### src/rtl/react_fsm.sv
module react_fsm #(
  parameter int N_IN  = 3,
  parameter int N_OUT = 3,
  parameter int DW    = 8,
  parameter int SW    = 2,
  parameter int N_ENT = 5,
  parameter logic [SW-1:0] RESET_STATE = '0,
  parameter logic [N_ENT*SW-1:0]    T_SRC  = {2'd3, 2'd2, 2'd1, 2'd0, 2'd0},
  parameter logic [N_ENT*N_IN-1:0]  T_MASK = {3'b110, 3'b010, 3'b100, 3'b001, 3'b011},
  parameter logic [N_ENT*SW-1:0]    T_DST  = {2'd0, 2'd0, 2'd3, 2'd1, 2'd2},
  parameter logic [N_ENT*N_OUT-1:0] T_EMIT = {3'b111, 3'b011, 3'b100, 3'b001, 3'b010}
) (
  input  logic              clk,
  input  logic              rst_n,
  input  logic              sched_go,
  input  logic [N_IN-1:0]   ev_flag,
  input  logic [N_IN*DW-1:0] ev_word,
  output logic [N_IN-1:0]   ev_ack,
  output logic [DW-1:0]     out_word,
  output logic [N_OUT-1:0]  out_fire,
  output logic              busy,
  output logic [SW-1:0]     cur_state
);
  typedef enum logic [1:0] {PH_IDLE, PH_CAPT, PH_EXEC, PH_EMIT} phase_t;

  phase_t           ph;
  logic             init_pend, hit_r, start;
  logic [N_IN-1:0]  snap, take_r, ack_r;
  logic [N_OUT-1:0] emit_r, fire_r;
  logic [SW-1:0]    st, dst_r;
  logic [DW-1:0]    word_r;

  logic             m_hit;
  logic [N_IN-1:0]  m_mask;
  logic [SW-1:0]    m_dst;
  logic [N_OUT-1:0] m_emit;
  logic [DW-1:0]    m_word;

  assign start     = (ph == PH_IDLE) && sched_go && (init_pend || |(ev_flag & ~ack_r));
  assign busy      = (ph != PH_IDLE);
  assign ev_ack    = ack_r;
  assign out_fire  = fire_r;
  assign out_word  = word_r;
  assign cur_state = st;

  always_comb begin
    m_hit  = 1'b0;
    m_mask = '0;
    m_dst  = st;
    m_emit = '0;
    for (int e = N_ENT - 1; e >= 0; e--) begin
      if (T_SRC[e*SW +: SW] == st &&
          (snap & T_MASK[e*N_IN +: N_IN]) == T_MASK[e*N_IN +: N_IN]) begin
        m_hit  = 1'b1;
        m_mask = T_MASK[e*N_IN +: N_IN];
        m_dst  = T_DST[e*SW +: SW];
        m_emit = T_EMIT[e*N_OUT +: N_OUT];
      end
    end
    if (init_pend) begin
      m_hit  = 1'b1;
      m_mask = '0;
      m_dst  = RESET_STATE;
      m_emit = '0;
    end
  end

  always_comb begin
    m_word = '0;
    for (int i = 0; i < N_IN; i++)
      if (m_mask[i]) m_word = m_word ^ ev_word[i*DW +: DW];
  end

  always_ff @(posedge clk) begin
    if (!rst_n) begin
      ph        <= PH_IDLE;
      init_pend <= 1'b1;
      snap      <= '0;
      hit_r     <= 1'b0;
      take_r    <= '0;
      dst_r     <= RESET_STATE;
      emit_r    <= '0;
      st        <= RESET_STATE;
      word_r    <= '0;
      fire_r    <= '0;
      ack_r     <= '0;
    end else begin
      case (ph)
        PH_IDLE: begin
          fire_r <= '0;
          ack_r  <= '0;
          if (start) ph <= PH_CAPT;
        end
        PH_CAPT: begin
          snap <= ev_flag;
          ph   <= PH_EXEC;
        end
        PH_EXEC: begin
          hit_r  <= m_hit;
          take_r <= m_mask;
          dst_r  <= m_dst;
          emit_r <= m_emit;
          if (m_hit && !init_pend) word_r <= m_word;
          ph <= PH_EMIT;
        end
        PH_EMIT: begin
          if (hit_r) begin
            st     <= dst_r;
            fire_r <= emit_r;
            ack_r  <= take_r;
          end
          init_pend <= 1'b0;
          ph        <= PH_IDLE;
        end
      endcase
    end
  end
endmodule

### config.mk
export PLATFORM = sky130hd
export DESIGN_NAME = react_fsm
export DESIGN_NICKNAME = d
export VERILOG_FILES = /design/src/rtl/react_fsm.sv
export SDC_FILE = /design/constraint.sdc
export NUM_CORES = 1
export LEC_CHECK = 0
export BUFFER_PORTS_ARGS = -buffer_cell sky130_fd_sc_hd__buf_2
export CORE_MARGIN = 4
export CORE_UTILIZATION = 35
export DETAILED_ROUTE_END_ITERATION = 12
export GPL_ROUTABILITY_DRIVEN = 0
export GPL_TIMING_DRIVEN = 0
export PLACE_DENSITY = 0.61
export RECOVER_POWER = 100
export SLEW_MARGIN = 5
export SYNTH_ARGS = -nofsm -noshare
export SYNTH_HDL_FRONTEND = slang
export SYNTH_SLANG_ARGS = --single-unit
### constraint.sdc
create_clock -name clk -period 1.7 [get_ports clk]
set_input_delay 0.17 -clock clk [delete_from_list [all_inputs] [get_ports clk]]
set_output_delay 0.17 -clock clk [all_outputs]
set_load 0.005 [all_outputs]
## After elaboration in Yosys (flattened, before gate mapping)

Cells that the tools add are included.

- Reduce and logical (&&, ||, !) cells: 18
- Muxes and demuxes: 33
- Equality and inequality tests: 10
- Bitwise operators: 4

Operators by type and width:

| cell | number |
|---|---|
| $mux W3 | 14 |
| $mux W8 | 3 |
| $xor A8 B8 Y8 | 2 |
| $mux W2 | 7 |
| $pmux W3 S2 | 2 |
| $eq A2 B2 Y1 const B | 4 |
| $logic_and A1 B1 Y1 | 8 |
| $pmux W2 S4 | 1 |
| $mux W1 | 6 |
| $reduce_and A2 Y1 | 3 |
| $eq A2 B2 Y1 const A | 2 |
| $logic_not A2 Y1 | 2 |
| $ne A2 B2 Y1 const B | 2 |
| $reduce_bool A2 Y1 | 2 |
| $and A3 B3 Y3 | 1 |
| $not A3 Y3 | 1 |
| $reduce_or A3 Y1 | 1 |
| $eq A1 B2 Y1 const A | 1 |
| $eq A2 B1 Y1 const B | 1 |
| $logic_not A1 Y1 | 1 |
| $logic_or A1 B1 Y1 | 1 |

- Register bits after elaboration: 31
- Output and inout bits: 17
- Input bits: 30
- Logic and storage cells: 76

## Depth between registers and ports, before layout

Gate-level depths: netlist (run 1).

- Word-level depth: 13
- Gate-level depth with buffers: 8
- Gate-level depth less buffers: 6

## Least setup slack after synthesis (run 1)

Ideal clock, no wire load.

- Path type: register -> register
- Start: register ph[0]
- End: register word_r[0], in the netlist out_word[0]
- Setup slack: 0.182 ns
- Stages on the path, launching flop included: 9
- Library setup time: 0.115 ns
- Buffers on the path: 2
- Clock period less this slack: 1.518 ns
- Arrival time: 1.403 ns
- Data required time: 1.585 ns
- Cells stage by stage: dfxtp_1 inv_1 ha_1 buf_2 and2b_1 o211ai_2 and2_0 buf_4 o2bb2ai_2

- Longest elaborated chain between the ends: 2

Ends and longest elaborated chain:

| what | RTL line | source |
|---|---|---|
| start: declaration | 26 | `phase_t ph;` |
| start signal: assignment | 76 | `ph <= PH_IDLE;` |
| start signal: assignment | 92 | `if (start) ph <= PH_CAPT;` |
| start signal: assignment | 96 | `ph <= PH_EXEC;` |
| $eq A2 B2 Y1 | 88 | `case (ph)` |
| $reduce_and A2 Y1 (no source line) | n/a |  |
| end signal: assignment | 103 | `if (m_hit && !init_pend) word_r <= m_word;` |
| end: declaration | 31 | `logic [DW-1:0] word_r;` |

No other way between the ends.
A chain may end at the register's enable or synchronous reset.

## Worst setup path after layout (run 1)

- Start: register init_pend
- End: register ph[1]

- Longest elaborated chain between the ends: 3

Ends and longest elaborated chain:

| what | RTL line | source |
|---|---|---|
| start: declaration | 27 | `logic init_pend, hit_r, start;` |
| start signal: assignment | 77 | `init_pend <= 1'b1;` |
| start signal: assignment | 112 | `init_pend <= 1'b0;` |
| $logic_or A1 B1 Y1 | 39 | `assign start = (ph == PH_IDLE) && sched_go && (init_pend \|\| \|(ev_flag & ~ack_r));` |
| $logic_and A1 B1 Y1 | 39 |  |
| $ne A2 B2 Y1 (no source line) | n/a |  |

No other way between the ends.

==> results of run 1 <==
-- final cells by class --
type                       instances  area, µm²
clock inverter                     1       5.00
sequential                        27        542
buffer                            14        113
multi-input combinational        113        905
inverter                           7       30.0
tap                               52       65.1
timing repair buffer              47        226
fill                             444       2460
clock buffer                       3       41.3
-- per-stage QoR --
step	setup TNS, ns	util (%)	cell area, µm²	setup slack (ns)	power [mW]
finish	0	43.9	1930	0.106	1.64
CTS	0	44.1	1930	0.0398	1.63
global route	-0.00244	43.9	1930	-0.00214	1.75
floorplan	0	-	1590	0.182	1.11
detailed placement	-0.190	43.0	1880	-0.0376	1.27
global placement	-0.00305	43.0	1880	-0.00305	1.26
-- kinds of logic after synthesis --
kind of cell | share of synthesized area [%]
AO/OA/AOI/OAI | 28.4
XOR/XNOR | 4.96
adder cells (fa/ha/maj) | 3.15
buffers and inverters | 8.59
flip-flops | 34.0
multiplexers | 4.41
AND/OR/NAND/NOR | 16.4
-- worst max-delay path by stage --
stage                                 from                  endpoint  slack [ns]  depth (start not counted)
global route            ph[1]$_SDFFE_PN0P_  out_word[1]$_SDFFE_PN0P_      -0.002                          7
detailed placement      ph[0]$_SDFFE_PN0P_  out_word[3]$_SDFFE_PN0P_       -0.04                          8
floorplan               ph[0]$_SDFFE_PN0P_  out_word[0]$_SDFFE_PN0P_        0.18                          8
finish              init_pend$_SDFFE_PN1P_        ph[1]$_SDFFE_PN0P_        0.11                          4
CTS                     ph[0]$_SDFFE_PN0P_  out_word[3]$_SDFFE_PN0P_        0.04                          8
global placement        ph[0]$_SDFFE_PN0P_  out_word[4]$_SDFFE_PN0P_      -0.003                          8
-- cells in the mapped netlist, types with 2 or more instances --
| master | number |
|---|---|
| and3_1 | 2 |
| and2_1 | 3 |
| buf_6 | 5 |
| inv_1 | 6 |
| buf_4 | 3 |
| nor2_1 | 11 |
| buf_2 | 4 |
| mux2i_1 | 7 |
| o211ai_1 | 2 |
| xnor2_1 | 8 |
| ha_1 | 4 |
| nand2b_1 | 4 |
| o21a_1 | 2 |
| a21oi_1 | 7 |
| dfxtp_1 | 27 |
| nor2b_1 | 12 |
| a32oi_1 | 7 |
| o2bb2ai_2 | 8 |
| o21ai_0 | 6 |
| clkbuf_1 | 2 |
| o2111ai_1 | 7 |
| a22oi_1 | 6 |
-- power by group --
group | switching (mW) | internal (mW) | total, mW
Sequential | 0.0673 | 0.689 | 0.756
Combinational | 0.273 | 0.240 | 0.514
Clock | 0.202 | 0.164 | 0.366
Total | 0.542 | 1.09 | 1.64
-- flip-flops by register name (all words and copies together) (netlist names) --
signal / count
cur_state: 2
ev_ack: 3
emit_r: 1
init_pend: 1
out_word: 8
hit_r: 1
snap: 3
take_r: 3
ph: 2
dst_r: 2
out_fire: 1
-- what timing repair did --
| item | CTS | global route |
|---|---|---|
| buffers inserted | 0 | 1 |
| gates resized for setup | 2 | 4 |
| setup endpoints to repair | 8 | 13 |
-- routing by layer --
layer	global-route usage (%)	vias up	part of all wire [%]
met5	0	-	0
met4	2.52	0	0.23
met3	3.56	2	8.7
met2	22.2	50	45
met1	19.9	637	46
li1	-	695	-
==> out/summary.txt, run 1 <==
Outcome -> completed
First-pass GRT wire length -> 6.19 mm
EDFF count, synth -> 0
Total of warnings raised by yosys -> 0
Clock transition at path regs -> 0.09 ns
CP required -> 1.87 ns
Die Ht -> 75.4 µm
# nets final -> 247
Share of post-route cells with drive strength above 1 -> 33.5%
Slowest stage delay, CP -> 0.62 ns
Slew Viols, Final -> 0
FF-to-FF setup slack -> 0.11 ns
Post-route DRC -> 0
Worst vdd ir -> 0.454 mV
Largest net degree at the start of global routing -> 16
Syn avg cell area -> 9.80 µm²
CP Cell Sequence -> buf_2 > o41ai_1 > a21bo_2 > a21oi_1
Netlist cell types -> 41
Max-cap violations -> 0
CP Launch Type -> register
WHS -> 0.137 ns
Max Clock Freq -> 627 MHz
Most common library cell in the layout ignoring fill and taps -> buf_2
Sink Count -> 27
Avg WL per Cell -> 14.9 µm
Clk Tree Root Cell -> clkbuf_8
H-tree depth -> 1
Pleak -> 0.734 nW
1st-pass router iterations -> 4
Min-delay src -> rst_n
Row Count -> 24
CTS Hold Bufs -> 0
Min-Delay Path Depth -> 2
Final setup violation count -> 0
Placed Cells -> 260
Syn Nets -> 196
CTS buffer count -> 3
Post-synth top area cell -> dfxtp_1
IO Pins -> 47
Final ANT Viol Nets -> 0
GRT overflow -> 0
Main area contributors after synthesis -> dfxtp_1, o2bb2ai_2, nor2b_1
Post-synthesis sequential area ratio -> 34.0%
DR vias -> 1,384
Register-to-Register Path Depth -> 4
GRT Overall Usage -> 14.2%
Path type of the worst min-delay path -> in2reg
Layout area overhead -> 21.4%
Final wirelength -> 3.94 mm
Final worst path period share -> 93.7%
Buf/Inv on CP -> 1
Initial antenna violation count -> 0
CP Max Fanout -> 10
Chip width -> 75.4 µm
Initial Util -> 36.2%
HPWL Detailed -> 2.93 mm
Hold Path End -> init_pend$_SDFFE_PN1P_
Worst-margin pin slew -> 0.580 ns
P per Cell Area -> 849 nW/µm²
Synth Flop Type -> dfxtp_1
Yosys top cell area share -> 34.0%
Maximum clock insertion buffer count -> 2
Worst-skew pair later-pin latency -> 0.27 ns
Max_slew headroom -> 60.8%
CTS tree -> built
Antenna fix cells -> 0
CP arrival -> 1.76 ns
Crit-path slowest cell -> o41ai_1
Final min period -> 1.59 ns
Post-synthesis cell area -> 1590 µm²
Reg2reg start -> init_pend$_SDFFE_PN1P_
Vias/cell -> 5.24
Delay-heaviest family, CP -> compound AO/OA/AOI/OAI gates
Core Area -> 4380 µm²
Number of port buffers -> 46
Vias in the first global route -> 1,261
Post-route insts no fill -> 264
Setup crit end kind -> register
Most frequent cells in the layout -> buf_2, dfxtp_1, nor2b_1, nor2_1, clkbuf_1
Synth Register Bits -> 27
1st-iter DRT viols -> 69
Ys async rst share -> 0%
Final Hold Fails -> 0
Post-Synthesis Cells -> 162
Crit path kind -> reg2reg
RR Endpoint -> ph[1]$_SDFFE_PN0P_
DIE AREA -> 5680 µm²
Fin Clk Skew -> 0.00303 ns
No activity file was read; power rests on OpenSTA's default activity.
==> run 2: changes to the inputs <==
BUFFER_PORTS_ARGS = -buffer_cell sky130_fd_sc_hd__buf_4   (was -buffer_cell sky130_fd_sc_hd__buf_2)
CTS_BUF_LIST = sky130_fd_sc_hd__clkbuf_8   (was default)
==> out/summary.txt, run 2 (synthesis results as in run 1) <==
CTS tree -> built
Slowest stage delay, CP -> 0.40 ns (-0.22 ns)
Reg area -> 542 µm² (unchanged)
Filler instances -> 456 (+2.7%)
Outcome -> completed
CP Max Fanout -> 10 (unchanged)
Final wirelength -> 4.03 mm (+2.4%)
CTS buffer count -> 3 (unchanged)
Clk Tree Root Cell -> clkbuf_8
Crit-path most repeated cell -> buf_6
CP Cell Sequence -> ha_1 > buf_6 > and2b_2 > o211ai_2 > or2_0 > buf_6 > o2bb2ai_2
Clock transition at path regs -> 0.11 ns (+0.02 ns)
Worst-margin pin slew -> 0.486 ns (-0.0941 ns)
First-pass GRT wire length -> 6.29 mm (+1.7%)
GRT overflow -> 0 (unchanged)
CTS Hold Bufs -> 0 (unchanged)
Most common library cell in the layout ignoring fill and taps -> buf_4
Crit path kind -> reg2reg
Pleak -> 0.790 nW (+7.7%)
Antenna fix cells -> 0 (unchanged)
Final ANT Viol Nets -> 0 (unchanged)
Final worst path period share -> 93.3% (-0.44 points)
Post-route DRC -> 0 (unchanged)
Most frequent cells in the layout -> buf_4, dfxtp_1, clkbuf_4, nor2b_1, nor2_1
IO Pins -> 47 (unchanged)
Delay-heaviest family, CP -> simple AND/OR/NAND/NOR gates
Placed Cells -> 260 (unchanged)
Post-route insts no fill -> 266 (+0.76%)
Min-Delay Path Depth -> 2 (unchanged)
Final min period -> 1.59 ns (-0.00745 ns)
Crit-path slowest cell -> dfxtp_1
Largest net degree at the start of global routing -> 17 (+1)
Max reg flops -> 8 (unchanged)
Worst path depth -> 7 (+3)
Worst vdd ir -> 0.616 mV (+36%)
Setup crit end kind -> register
CP required -> 1.92 ns (+0.05 ns)
Initial Util -> 36.2% (unchanged)
Number of port buffers -> 46 (unchanged)
Worst-skew pair later-pin latency -> 0.28 ns (about the same)
DR vias -> 1,356 (-2.0%)
Share of post-route cells with drive strength above 1 -> 37.4% (+3.9 points)
Initial antenna violation count -> 0 (unchanged)
Util after Layout -> 47.2% (+3.2 points)
Row Count -> 24 (unchanged)
CP Launch Type -> register
Pint -> 1.12 mW (+2.9%)
Vias in the first global route -> 1,253 (-0.63%)
Path type of the worst min-delay path -> in2reg
P per Cell Area -> 815 nW/µm² (-4.0%)
Vias/cell -> 5.10 (-2.8%)
Maximum clock insertion buffer count -> 2 (unchanged)
Core Area -> 4380 µm² (unchanged)
Buf/Inv on CP -> 2 (+1)
Max Clock Freq -> 630 MHz (+0.47%)
1st-pass router iterations -> 4 (unchanged)
CP arrival -> 1.81 ns (+0.05 ns)
H-tree depth -> 1 (unchanged)
Net Sw Frac -> 33.3% (+0.12 points)
HPWL Detailed -> 2.98 mm (+1.6%)
Slew Viols, Final -> 0 (unchanged)
Seq pwr share -> 44.8% (-1.4 points)
Clk pwr share -> 22.7% (+0.3 points)
Comb pwr share -> 32.5% (+1.1 points)
Fin Clk Skew -> 0.0116 ns (+0.00854 ns)
Avg WL per Cell -> 15.2 µm (+1.6%)
Die Ht -> 75.4 µm (unchanged)
Max-cap violations -> 0 (unchanged)
RSZ-0062 raised after global routing -> no
# nets final -> 249 (+0.81%)
Layout area overhead -> 30.3%
DIE AREA -> 5680 µm² (unchanged)
GRT Overall Usage -> 14.4% (+0.22 points)
1st-iter DRT viols -> 69 (unchanged)
Sink Count -> 27 (unchanged)
Register-to-Register Path Depth -> 7 (+3)
Final Hold Fails -> 0 (unchanged)
Max_slew headroom -> 67.6% (+6.8 points)
Final setup violation count -> 0 (unchanged)
Psw -> 561 µW (+3.4%)
Area of the multi-input gates -> 906 µm² (+0.14%)
Chip width -> 75.4 µm (unchanged)
run 2: cell count changes in the layout (fill, tap and decap cells not counted), moves of 6 or more:
cell      delta
buf_2       -38
buf_4       +32
clkbuf_4    +13
clkbuf_1     -6
run 2: layout make-up:
cell class                 count  area share (%)
multi-input combinational    113            43.8
sequential                    27            26.2
timing repair buffer          49            17.4
buffer                        14            5.63
tap                           52            3.15
clock buffer                   3            2.00
inverter                       7            1.45
clock inverter                 1           0.363
run 2: power by group through the flow:
| stage | Combinational [mW] | Clock [mW] | Sequential, mW |
|---|---|---|---|
| global route | 0.616 | 0.418 | 0.762 |
| finish | 0.548 | 0.382 | 0.755 |
| CTS | 0.540 | 0.388 | 0.750 |
| global placement | 0.526 | 0 | 0.765 |
| floorplan | 0.368 | 0 | 0.742 |
| detailed placement | 0.529 | 0 | 0.765 |
run 2: metrics by stage:
stage / instance area [µm²] / hold WS (ns) / setup TNS (ns) / worst slack, ns / total power, mW
global route: 2070 / 0.127 / 0 / 0.0246 / 1.80
floorplan: 1590 / 0.246 / 0 / 0.182 / 1.11
global placement: 2000 / 0.415 / -0.000292 / -0.000292 / 1.29
detailed placement: 2000 / 0.413 / -0.167 / -0.0279 / 1.29
finish: 2070 / 0.116 / 0 / 0.114 / 1.69
CTS: 2050 / 0.117 / 0 / 0.0405 / 1.68
run 2: routing by layer:
layer | vias to the layer above | share of wire (%) | track usage [%]
li1 | 691 | - | -
met1 | 620 | 49 | 20.7
met2 | 43 | 42 | 22.1
met3 | 2 | 8.3 | 3.30
met4 | 0 | 0.52 | 2.91
met5 | - | 0 | 0
run 2: path summary, 6_finish.rpt:
kind	startpoint	end	slack, ns
worst max-delay path	ph[1]$_SDFFE_PN0P_	out_word[4]$_SDFFE_PN0P_	0.11
worst min-delay path	rst_n	init_pend$_SDFFE_PN1P_	0.12
worst max register to register	ph[1]$_SDFFE_PN0P_	out_word[4]$_SDFFE_PN0P_	0.11
worst min register to register	out_word[3]$_SDFFE_PN0P_	out_word[3]$_SDFFE_PN0P_	0.48
run 2: timing repair:
action | CTS | global route
resized for setup | 2 | 6
cloned | 0 | 0
setup buffers | 0 | 3
endpoints found under the setup margin | 8 | 13
pin swaps | 0 | 1
==> run 3: changes to the inputs <==
ABC_AREA = 1   (was default)
==> out/summary.txt, run 3 <==
Final Hold Fails -> 0 (unchanged)
RSZ-0062 raised after global routing -> no
EDFF count, synth -> 0 (unchanged)
Setup crit end kind -> register
Outcome -> completed
Most frequent cells in the layout -> nand2_1, inv_1, buf_4, dfxtp_1, a21oi_1
Crit path kind -> reg2reg
Syn Nets -> 282 (+44%)
Fin Clk Skew -> 0.00670 ns (-0.00486 ns)
Post-synthesis cell area -> 1590 µm² (+0.39%)
First-pass GRT wire length -> 6.85 mm (+8.9%)
Vias/cell -> 4.77 (-6.4%)
GRT overflow -> 0 (unchanged)
Worst vdd ir -> 0.318 mV (-48%)
GRT Overall Usage -> 15.3% (+0.93 points)
CP required -> 1.89 ns (-0.03 ns)
Worst setup margin -> 0.146 ns (+0.0320 ns)
Clock transition at path regs -> 0.10 ns (about the same)
Largest net degree at the start of global routing -> 17 (unchanged)
Crit-path slowest cell -> dfxtp_2
Buf/Inv on CP -> 6 (+4)
Row Count -> 24 (unchanged)
DR vias -> 1,670 (+23%)
Placed Cells -> 346 (+33%)
Pint -> 1.12 mW (-0.51%)
Sink Count -> 27 (unchanged)
Synth Flop Type -> dfxtp_1
Number of port buffers -> 46 (unchanged)
Final wirelength -> 4.11 mm (+1.8%)
Delay-heaviest family, CP -> buffers and inverters
Share of post-route cells with drive strength above 1 -> 25.8% (-12 points)
Top cells by count, synth -> nand2_1, inv_1, dfxtp_1
H-tree depth -> 1 (unchanged)
Clk Tree Root Cell -> clkbuf_8
Netlist cell types -> 25 (-39%)
Final ANT Viol Nets -> 0 (unchanged)
1st-pass router iterations -> 4 (unchanged)
1st-iter DRT viols -> 108 (+57%)
Post-Synthesis Cells -> 248 (+53%)
Pleak -> 1.04 nW (+32%)
Synth Area in Adders -> 3.14% (-0.012 points)
Worst-skew pair later-pin latency -> 0.27 ns (about the same)
CP Max Fanout -> 10 (unchanged)
Clk pwr share -> 21.9% (-0.8 points)
Most common library cell in the layout ignoring fill and taps -> nand2_1
HPWL Detailed -> 3.23 mm (+8.4%)
Synth Area in Compound Gates -> 16.0% (-12 points)
Main combinational cell family by area after synthesis -> simple AND/OR/NAND/NOR gates
Post-synth top area cell -> dfxtp_1
Max Clock Freq -> 643 MHz (+2.1%)
Chip width -> 75.5 µm (+0.17%)
CP arrival -> 1.74 ns (-0.07 ns)
WHS -> 0.131 ns (+0.0147 ns)
Post-synthesis sequential area ratio -> 33.9% (-0.13 points)
Psw -> 611 µW (+9.1%)
# nets final -> 333 (+34%)
Slew Viols, Final -> 0 (unchanged)
CTS Hold Bufs -> 0 (unchanged)
CTS buffer count -> 3 (unchanged)
Main area contributors after synthesis -> dfxtp_1, nand2_1, inv_1
Dpl ws -> -0.000161 ns (+0.0277 ns)
Die Ht -> 75.5 µm (+0.17%)
Comb pwr share -> 31.4% (-1.1 points)
Seq pwr share -> 46.7% (+1.9 points)
Final worst path period share -> 91.4% (-1.9 points)
Slowest stage delay, CP -> 0.35 ns (-0.05 ns)
Vias in the first global route -> 1,538 (+23%)
Post-route DRC -> 0 (unchanged)
TNS Setup -> 0 ns (unchanged)
CP Launch Type -> register
IO Pins -> 47 (unchanged)
Syn avg cell area -> 6.43 µm² (-34%)
Maximum clock insertion buffer count -> 2 (unchanged)
Max reg flops -> 8 (unchanged)
Mux cell area share after synthesis -> 0% (-4.4 points)
CTS tree -> built
Total of warnings raised by yosys -> 0 (unchanged)
P per Cell Area -> 836 nW/µm² (+2.6%)
PnR Total Power -> 1.73 mW (+2.7%)
Path type of the worst min-delay path -> in2reg
Antenna fix cells -> 0 (unchanged)
Ys async rst share -> 0% (unchanged)
Avg WL per Cell -> 11.7 µm (-23%)
Layout area overhead -> 29.8%
Synth Area in Simple Gates -> 33.0% (+17 points)
Final min period -> 1.55 ns (-0.0320 ns)
Final setup violation count -> 0 (unchanged)
Max-cap violations -> 0 (unchanged)
CP Cell Sequence -> inv_1 > ha_1 > buf_4 > inv_2 > nor2_4 > nand2_4 > inv_2 > buf_6 > nor2_1 > nor2_1 > nand2_1 > inv_1
Core Area -> 4380 µm² (unchanged)
Initial antenna violation count -> 0 (unchanged)
DIE AREA -> 5700 µm² (+0.35%)
XOR/XNOR share of the synthesized area -> 0% (-5.0 points)
Cell with the most instances after synthesis -> nand2_1
Max_slew headroom -> 70.7% (+3.0 points)
Worst-margin pin slew -> 0.440 ns (-0.0455 ns)
Post-route insts no fill -> 350 (+32%)
Yosys top cell area share -> 33.9% (-0.13 points)
Synth Register Bits -> 27 (unchanged)
Net Sw Frac -> 35.3% (+2.1 points)
Initial Util -> 36.4% (+0.14 points)
-- run 3: timing repair --
| action | CTS | global route |
|---|---|---|
| endpoints found under the setup margin | 8 | 9 |
| gates resized for setup | 1 | 6 |
| hold endpoints to repair | 0 | 0 |
| gates cloned | 0 | 0 |
| buffers inserted | 0 | 0 |
| pin swaps | 0 | 0 |
-- run 3: power by group through the flow --
| stage | Clock [mW] | Sequential [mW] | Combinational, mW |
|---|---|---|---|
| final | 0.378 | 0.808 | 0.544 |
| after global placement | 0 | 0.818 | 0.523 |
| after floorplan | 0 | 0.797 | 0.351 |
| after global routing | 0.415 | 0.819 | 0.625 |
| after CTS | 0.388 | 0.804 | 0.534 |
| after detailed placement | 0 | 0.819 | 0.529 |
-- run 3: through the flow --
| stage | utilization, % | area (µm²) |
|---|---|---|
| 2_1_floorplan | - | 1590 |
| 3_3_place_gp | 45.7 | 2000 |
| 3_5_place_dp | 45.7 | 2000 |
| 4_1_cts | 46.9 | 2060 |
| 5_1_grt | 47.2 | 2070 |
| 6_report | 47.2 | 2070 |
-- run 3: final timing paths --
check | start | to | slack, ns | cells after the start
worst max-delay path | ph[0]$_SDFFE_PN0P_ | out_word[3]$_SDFFE_PN0P_ | 0.15 | 12
worst min-delay path | ev_flag[0] | snap[0]$_SDFFE_PN0N_ | 0.13 | 3
worst max register to register | ph[0]$_SDFFE_PN0P_ | out_word[3]$_SDFFE_PN0P_ | 0.15 | 12
worst min register to register | dst_r[0]$_SDFFE_PN0P_ | dst_r[0]$_SDFFE_PN0P_ | 0.47 | 2
-- run 3: worst register-to-register path, delay by kind of cell, from the launching register on --
family,cells,cell delay [ns]
adder cells (fa/ha/maj),1,0.19
buffers and inverters,6,0.56
flip-flops,1,0.35
AND/OR/NAND/NOR,5,0.35
-- run 3: kinds of logic after synthesis --
family                     Yosys count
buffers and inverters               54
and+or+nand+nor                    118
adders and majority gates            4
DFF                                 27
AOI/OAI and AO/OA                   45
-- run 3: final cells by class --
class / count / area [µm²]
inverters: 46 / 173
clock inverters: 1 / 7.51
flip-flops and latches: 27 / 542
clock buffers: 3 / 41.3
fillers: 457 / 2310
well taps: 52 / 65.1
repair buffers: 46 / 345
plain buffers: 8 / 52.6
multi-input cells: 167 / 843
-- run 3: per-layer routing --
metal  GRT usage (%)  part of all wire [%]  vias to the layer above
met4            4.47                  0.97                        0
met3            2.24                   4.7                        4
li1                -                     -                      877
met1            21.0                    47                      754
met5               0                     0                        -
met2            24.9                    48                       35
